### src/rtl/adc_tag_fifo_pkg.sv
package adc_tag_fifo_pkg;
    localparam int RES_W  = 12;
    localparam int WORD_W = 16;
    localparam int CH_W   = 2;
    localparam int NCH    = 1 << CH_W;
    localparam int MASK_W = 3;

    typedef enum logic [CH_W-1:0] {
        CH_BATT = 2'd0,
        CH_AUX1 = 2'd1,
        CH_AUX2 = 2'd2,
        CH_TEMP = 2'd3
    } chan_e;

    typedef struct packed {
        logic             ident;
        logic [RES_W-1:0] value;
    } entry_t;

    localparam logic [NCH-1:0] PORT_SET = 4'b0111;
endpackage

### src/rtl/adc_scan_gate.sv
module adc_scan_gate
    import adc_tag_fifo_pkg::*;
(
    input  logic              clk,
    input  logic              rst_n,
    input  logic              scan_start,
    input  logic              scan_port,
    input  logic [MASK_W-1:0] scan_mask,
    input  logic              wr_stb,
    input  logic [CH_W-1:0]   wr_chan,
    output logic              accept
);
    typedef struct packed {
        logic [NCH-1:0] pend;
    } gate_t;

    gate_t s_q, s_d;
    logic [NCH-1:0] next_one;

    always_comb begin
        s_d      = s_q;
        next_one = s_q.pend & (~s_q.pend + {{(NCH-1){1'b0}}, 1'b1});
        accept   = wr_stb && !scan_start && next_one[wr_chan];
        if (scan_start) begin
            s_d.pend = scan_port ? PORT_SET : {scan_mask, 1'b0};
        end else if (accept) begin
            s_d.pend = s_q.pend & ~next_one;
        end
    end

    always_ff @(posedge clk) begin
        if (!rst_n) s_q <= '0;
        else        s_q <= s_d;
    end
endmodule

### src/rtl/adc_result_store.sv
module adc_result_store
    import adc_tag_fifo_pkg::*;
#(
    parameter int DEPTH = 64,
    localparam int AW   = $clog2(DEPTH),
    localparam int CW   = AW + 1
) (
    input  logic          clk,
    input  logic          rst_n,
    input  logic          push_req,
    input  entry_t        push_entry,
    input  logic          pop_req,
    output entry_t        head,
    output logic          popped,
    output logic [CW-1:0] occ
);
    localparam logic [CW-1:0] FULL_CNT = CW'(DEPTH);

    typedef struct packed {
        logic [DEPTH-1:0][RES_W:0] mem;
        logic [AW-1:0]             wp;
        logic [AW-1:0]             rp;
        logic [CW-1:0]             cnt;
    } store_t;

    store_t s_q, s_d;
    logic   do_push;

    always_comb begin
        s_d     = s_q;
        do_push = push_req && (s_q.cnt != FULL_CNT);
        popped  = pop_req && (s_q.cnt != '0);
        if (do_push) begin
            s_d.mem[s_q.wp] = push_entry;
            s_d.wp          = s_q.wp + 1'b1;
        end
        if (popped) begin
            s_d.rp = s_q.rp + 1'b1;
        end
        if (do_push && !popped)      s_d.cnt = s_q.cnt + 1'b1;
        else if (popped && !do_push) s_d.cnt = s_q.cnt - 1'b1;
        head = s_q.mem[s_q.rp];
        occ  = s_q.cnt;
    end

    always_ff @(posedge clk) begin
        if (!rst_n) s_q <= '0;
        else        s_q <= s_d;
    end
endmodule

### src/rtl/adc_tag_fifo.sv
module adc_tag_fifo
    import adc_tag_fifo_pkg::*;
#(
    parameter int DEPTH = 64
) (
    input  logic              clk,
    input  logic              rst_n,
    input  logic              scan_start,
    input  logic              scan_port,
    input  logic [MASK_W-1:0] scan_mask,
    input  logic              wr_stb,
    input  logic [CH_W-1:0]   wr_chan,
    input  logic [RES_W-1:0]  wr_data,
    input  logic              rd_stb,
    output logic [WORD_W-1:0] rd_word
);
    localparam int CW = $clog2(DEPTH) + 1;
    localparam logic [CW-1:0] FULL_CNT = CW'(DEPTH);

    typedef struct packed {
        entry_t out;
    } top_t;

    top_t          t_q, t_d;
    logic          wr_acc;
    logic          popped;
    entry_t        head;
    entry_t        new_entry;
    logic [CW-1:0] occ;

    adc_scan_gate u_gate (
        .clk        (clk),
        .rst_n      (rst_n),
        .scan_start (scan_start),
        .scan_port  (scan_port),
        .scan_mask  (scan_mask),
        .wr_stb     (wr_stb),
        .wr_chan    (wr_chan),
        .accept     (wr_acc)
    );

    adc_result_store #(.DEPTH(DEPTH)) u_store (
        .clk        (clk),
        .rst_n      (rst_n),
        .push_req   (wr_acc),
        .push_entry (new_entry),
        .pop_req    (rd_stb),
        .head       (head),
        .popped     (popped),
        .occ        (occ)
    );

    always_comb begin
        t_d             = t_q;
        new_entry.ident = wr_chan[0];
        new_entry.value = wr_data;
        if (rd_stb) begin
            t_d.out = popped ? head : '0;
        end
        rd_word = {(occ == FULL_CNT), (occ == '0), 1'b0, t_q.out};
    end

    always_ff @(posedge clk) begin
        if (!rst_n) t_q <= '0;
        else        t_q <= t_d;
    end
endmodule

### config.mk
export PLATFORM = sky130hd
export DESIGN_NAME = adc_tag_fifo
export DESIGN_NICKNAME = d
export VERILOG_FILES = /design/src/rtl/adc_tag_fifo_pkg.sv /design/src/rtl/adc_scan_gate.sv /design/src/rtl/adc_result_store.sv /design/src/rtl/adc_tag_fifo.sv
export SDC_FILE = /design/constraint.sdc
export NUM_CORES = 2
export LEC_CHECK = 0
export CAP_MARGIN = 25
export CORE_MARGIN = 3
export CORE_UTILIZATION = 40
export CTS_CLUSTER_SIZE = 30
export DETAILED_ROUTE_END_ITERATION = 10
export PLACE_DENSITY = 0.56
export REMOVE_ABC_BUFFERS = 1
export SLEW_MARGIN = 15
export SYNTH_ARGS = -nofsm -noshare
export SYNTH_HDL_FRONTEND = slang
export SYNTH_SLANG_ARGS = --single-unit
### constraint.sdc
create_clock -name clk -period 5.35 [get_ports clk]
set_clock_uncertainty 0.1 [all_clocks]
set_input_delay 0.8025 -clock clk [delete_from_list [all_inputs] [get_ports clk]]
set_output_delay 0.8025 -clock clk [all_outputs]
set_load 0.02 [all_outputs]
# Yosys cells after proc, flatten, opt, wreduce, memory -nomap -nowiden
# Cells that the tools add are included.
totals:
  ff_bits: 868
  input_bits: 23
  output_inout_bits: 16
op_classes:
  addsub: 5
  n_lt_le_gt_ge: 4
  n_eq_ne: 2
  mux: 13
  bitwise_logic: 4
  reduce_logical: 14
ops:
  columns: ["op", "n"]
  rows:
  - ["$bwmux 832", 1]
  - ["$bmux 13 s6", 1]
  - ["$demux 13 s6", 1]
  - ["$mux 13", 3]
  - ["$lt 6x7->1 const B", 2]
  - ["$mux 7", 2]
  - ["$add 6x1->6 const B", 2]
  - ["$mux 4", 3]
  - ["$and 4x4->4", 2]
  - ["$not 4->4", 2]
  - ["$add 7x1->7 const B", 1]
  - ["$eq 7x7->1 const B", 1]
  - ["$logic_and 1x1->1", 7]
  - ["$logic_not 7->1", 1]
  - ["$ne 7x7->1 const B", 1]
  - ["$reduce_bool 7->1", 1]
  - ["$sub 7x1->7 const B", 1]
  - ["$ge 6x1->1 const B", 1]
  - ["$add 4x1->4 const B", 1]
  - ["$reduce_bool 2->1", 2]
  - ["$logic_not 1->1", 3]
  - ["$lt 2x3->1 const B", 1]
  - ["$bmux 1 s2", 1]
  - ["$mux 1", 1]

# Longest topological paths before layout
logic_depth:
  ltp_word: 11
  ltp_mapped: 15
  mapped_depth_nobuf: 12

# Modules after synthesis
# Synthesis repeated with hierarchy kept, for this count alone.
unflattened:
  hier_cells: 4584
  hier_area_um2: 41553.6
by_module_without_submodules:
  columns: ["module", "instances", "cells_per_inst", "area_per_inst_um2", "seq_area_each_um2"]
  rows:
  - ["adc_result_store", 1, 4486, 40689.0, 17036.3]
  - ["adc_tag_fifo", 1, 64, 588.1, 260.2]
  - ["adc_scan_gate", 1, 34, 276.5, 80.1]

# Worst setup path after synthesis
# OpenSTA, ideal clock, no wires.
synth_path:
  kind: "in2reg"
  from: "in wr_chan[0]"
  to: "reg u_store.s_q, in the netlist u_store.occ[5]"
  setup_ps: 132
  t_arrival_ps: 3784
  path_slack_ps: 1334
  stages: 15
  cell_sequence: "buf_6 and3b_1 o311a_1 o211ai_1 buf_2 inv_2 clkbuf_1 ha_1 inv_1 ha_1 a21o_1 a21o_1 a21oi_1 nor3_1 or3b_2"
synth_via:
  elab_chain_len: 7
  elab_cells_between_ends: 9
  cone_classes: "mux: 3; reduce/logical: 6"
synth_lines:
  columns: ["element", "line", "text"]
  rows:
  - ["start: declaration", "adc_tag_fifo.sv:12", "input logic [CH_W-1:0] wr_chan,"]
  - ["$bmux 1 s2 *", "adc_scan_gate.sv:23", "accept = wr_stb && !scan_start && next_one[wr_chan];"]
  - ["$mux 1 (implied by the code) *", "adc_scan_gate.sv:23", null]
  - ["$logic_and 1x1->1 *", "adc_scan_gate.sv:23", null]
  - ["$logic_and 1x1->1 *", "adc_result_store.sv:31", "do_push = push_req && (s_q.cnt != FULL_CNT);"]
  - ["via u_store.do_push", "adc_result_store.sv:27", "logic do_push;"]
  - ["$logic_not 1->1", "adc_result_store.sv:41", "else if (popped && !do_push) s_d.cnt = s_q.cnt - 1'b1;"]
  - ["$logic_and 1x1->1", "adc_result_store.sv:41", null]
  - ["$reduce_bool 2->1 (no source line)", null, null]
  - ["end signal: assignment", "adc_result_store.sv:47", "if (!rst_n) s_q <= '0;"]
  - ["end signal: assignment", "adc_result_store.sv:48", "else s_q <= s_d;"]
  - ["end: declaration", "adc_result_store.sv:26", "store_t s_q, s_d;"]
# Mark *: on every way through the listed nets, which the timed path passes. The rest lies on a longest branch. The select of a mux whose other input is x is not followed.
# A chain may end at the register's enable or synchronous reset.

# Worst setup path after layout
layout_path:
  from: "reg u_store.s_q, in the netlist u_store.occ[2]"
  to: "reg u_store.s_q, in the netlist u_store.occ[5]"
layout_via:
  elab_chain_len: 5
  elab_cells_between_ends: 13
  cone_classes: "add/sub: 2; eq/ne: 1; mux: 2; reduce/logical: 8"
layout_lines:
  columns: ["element"]
  rows:
  - ["parallel branches: the longest is 5 deep, another holds $sub 7x1->7"]
# Several ways; the timed one is not identified. The select of a mux whose other input is x is not followed.

==> impl_metrics.csv <==
group,metric,value,unit
grt,grtUsageMet3,4.842,%
power_and_ir_drop,combPwrFrac,13.0,%
status,status,"complete, no violations",
finish,fill_cells,10040,
synthesis,syn_avg_cell_area,9.845,um2
cts,path_clk_slew,0.06,ns
hold_path,min_to,"u_store.s_q[337]",
critical_path,slowest_delay,0.63,ns
grt,grt_overflow_total,0,
cts,cts_buffers,96,
detailed_routing,antenna_left,0,
finish,nets,4141,
floorplan,num_io_pins,39,
synthesis,synth_warnings,0,
critical_path,arrival,4.54,ns
hold_path,min-delay-start,"u_store.s_q[337]",
grt,use_met2,39.67,%
finish,final_common_cell,"dfxtp_1",
floorplan,initial_core_util,40.49,%
power_and_ir_drop,clkPwrFrac,44.5,%
detailed_routing,wl_per_cell,25.46,um
sta,postLayoutSetupSlackWorst,1.257,ns
sta,fin_crit,4.093,ns
sta,maxSlewViolCount,0,
synthesis,synth_flop_cell,"dfxtp_1",
grt,busiest_layer,"met2",
finish,drive_gt1_share,12.14,%
power_and_ir_drop,p_int,11.38,mW
critical_path,crit_chain,"nor4_2 -> nand3_1 -> o211ai_1 -> clkinv_2 -> ha_1 -> inv_1 -> ha_1 -> a21o_1 -> a21o_1 -> a21oi_1 -> nor3_1 -> or3b_2",
hold_path,hold_path_depth,2,
power_and_ir_drop,switching_share,26.71,%
synthesis,syn_inst,4275,
detailed_routing,drt_first_pass_iters,5,
cts,ctsHtreeMaxLevel,3,
power_and_ir_drop,seq_power_share,42.6,%
sta,setup_violations,0,
floorplan,fp.dieH,330.4,um
critical_path,path_max_fanout,16,
synthesis,seq_area_frac_synth,41.29,%
critical_path,required,5.80,ns
cts,clock-sinks,868,
grt,grt_pass1_vias,30570,
synthesis,yosysUniqueCellTypes,64,
flow_run,maxCapViolCount,0,
grt,grt_max_degree,215,
detailed_routing,vias,32090,
synthesis,synthesis.area,42090,um2
power_and_ir_drop,p_per_area,333.7,nW/um2
grt,antenna_found_initial,6,
finish,finalNonFillerCells,5572,
sta,finalSetupTns,0,ns
floorplan,die_w,330.4,um
place,io_buffer_count,37,
finish,final_cell_area,46540,um2
finish,syn_to_final_growth,10.59,%
power_and_ir_drop,worst_ir_drop_vdd,0.2655,mV
synthesis,synth-async-reset-ratio,0,%
cts,cts_buffer_depth,3,
place,detailed_place.area,43160,um2
synthesis,synth_edf_count,0,
grt,grt_usage,25.52,%
critical_path,reg2reg_to,"u_store.occ[5]",
hold_path,hp-class,"reg2reg",
cts,ctsResizeCount,0,
place,gp_congestion,0.8871,
detailed_routing,viasPerCell,5.760,
detailed_routing,remaining_drc_errors,0,
sta,max_freq,0.2443,GHz
power_and_ir_drop,p_leak,13.78,nW
grt,grt_pass1_wl,209400,um
sta,finalCritPeriodShare,76.51,%
detailed_routing,drt_iter0_markers,2733,
place,placed_cells_incl_taps,5384,
sta,finalHoldViolCount,0,
grt,globalRouteMet1Util,35.01,%
floorplan,dieArea,109100,um2
critical_path,rr_worst_depth,12,
cts,cts_tree,"done",
critical_path,worst_setup_path_end_kind,"flop",
place,detailed_place_hpwl,86410,um
sta,relSlewSlack,18.38,%
cts,postCtsHoldBufs,0,
floorplan,core,103900,um2
cts,cts-root-buf,"clkbuf_16",
critical_path,rrSetupSlack,1.26,ns
finish,final_cell_mix,"dfxtp_1 (864), mux2i_1 (659), nand2_1 (451)",
critical_path,start_kind,"flop",
place,pre_cts_ws,0.8401,ns
power_and_ir_drop,total_switching_power,4.148,mW
floorplan,rows,118,
critical_path,worstReg2RegStart,"u_store.occ[2]",
sta,rsz0062_at_grt,"no",
sta,tightestPinTransition,1.213,ns
cts,clk_latency,0.68,ns
detailed_routing,routed_wl,141800,um
critical_path,worstSetupPathType,"reg2reg",
cts,postCtsSetupBuffers,0,
synthesis,ys_ff_latch,868,
critical_path,cp_slowest_cell,"nor4_2",
## per-layer routing
layer	wire, um	vias up
met3	9557	286
met4	5582	2
li1	-	14800
met2	63390	1060
met5	13	-
met1	63310	15950
## registers in the layout, indices dropped and copies added (netlist names)
signal	flops
rd_word	13
u_gate.s_q	4
u_store.occ	7
u_store.s_q	844
## logic make-up after synthesis
logic type | synth area share [%]
adders and majority gates | 0.3151
AOI/OAI and AO/OA | 15.28
and+or+nand+nor | 16.05
xor gates and xnor gates | 0.2081
DFF | 41.29
buffers and inverters | 5.446
other | 0.008910
muxes | 21.40
## cells in the mapped netlist, types with 3 or more instances
cell type,number,share of area [%]
dfxtp_1,868,41
mux2i_1,659,16
nand2_1,451,4.0
nor2b_1,410,6.1
o21ai_0,292,3.5
nand3_1,274,3.3
clkbuf_1,270,2.4
a21boi_0,206,3.7
a21boi_1,124,2.2
mux4_2,107,5.7
nor2_1,69,0.62
o22ai_1,63,0.94
buf_2,61,0.73
buf_6,58,1.6
a2111oi_4,43,2.8
buf_1,39,0.35
a21oi_1,28,0.33
nor4_1,27,0.40
and2_1,17,0.25
nand3b_1,16,0.29
a22oi_1,15,0.27
nor3_1,15,0.18
o211ai_1,14,0.25
a2111o_1,13,0.35
a32o_1,13,0.31
buf_4,13,0.23
or4b_2,11,0.26
ha_1,9,0.27
xnor2_1,9,0.19
o2111ai_1,8,0.17
inv_1,7,0.062
a31oi_1,5,0.074
and3b_1,5,0.10
nand4_1,5,0.074
nor3b_2,4,0.12
or3b_2,4,0.083
a21o_1,3,0.054
nand2b_1,3,0.045
nor3b_1,3,0.054
or3_1,3,0.045
## power by group through the flow
stage	Sequential, mW	Clock (mW)	Combinational [mW]
2_1_floorplan	6.99	0	1.24
3_3_place_gp	6.76	0	2.01
3_5_place_dp	6.76	0	2.01
4_1_cts	6.61	7.04	2.02
5_1_grt	6.62	7.27	2.12
6_report	6.61	6.90	2.01
## worst max-delay path by stage
stage,start,cells after the start,end,slack [ns]
finish,u_store.occ[2],12,u_store.occ[5],1.26
CTS,u_store.occ[2],12,u_store.occ[5],1.25
global route,u_store.occ[2],12,u_store.occ[5],0.96
floorplan,u_store.s_q[7],5,rd_word[9],-6.26
global placement,wr_chan[0],14,u_store.occ[5],0.89
detailed placement,wr_chan[0],14,u_store.occ[5],0.84
## cell type report
class,instances,area [um2],share of cell area (%)
diodes,7,17.52,0.03763
inverters,11,45.04,0.09677
clock buffers,150,2970,6.382
flip-flops and latches,868,17390,37.36
well taps,1380,1727,3.710
clock inverters,25,319.1,0.6855
repair buffers,178,1541,3.312
multi-input cells,2953,22540,48.42
## stage by stage
step                      hold WS (ns)  util, %  total power, mW
after floorplan                 0.3275        -            8.233
after global routing            0.3651    44.76            16.01
after global placement          0.3348    41.42            8.766
final                           0.3481    44.78            15.53
after detailed placement        0.3402    41.53            8.769
after CTS                       0.3495    44.69            15.67
## worst max-delay path, delay by kind of cell, from the launching register on
kind	cells	cell delay, ns
AO/OA/AOI/OAI	4	0.83
buffers and inverters	2	0.55
adder cells (fa/ha/maj)	2	0.64
flip-flops	1	0.34
AND/OR/NAND/NOR	4	1.50
Power figures use the tool's default switching activity.
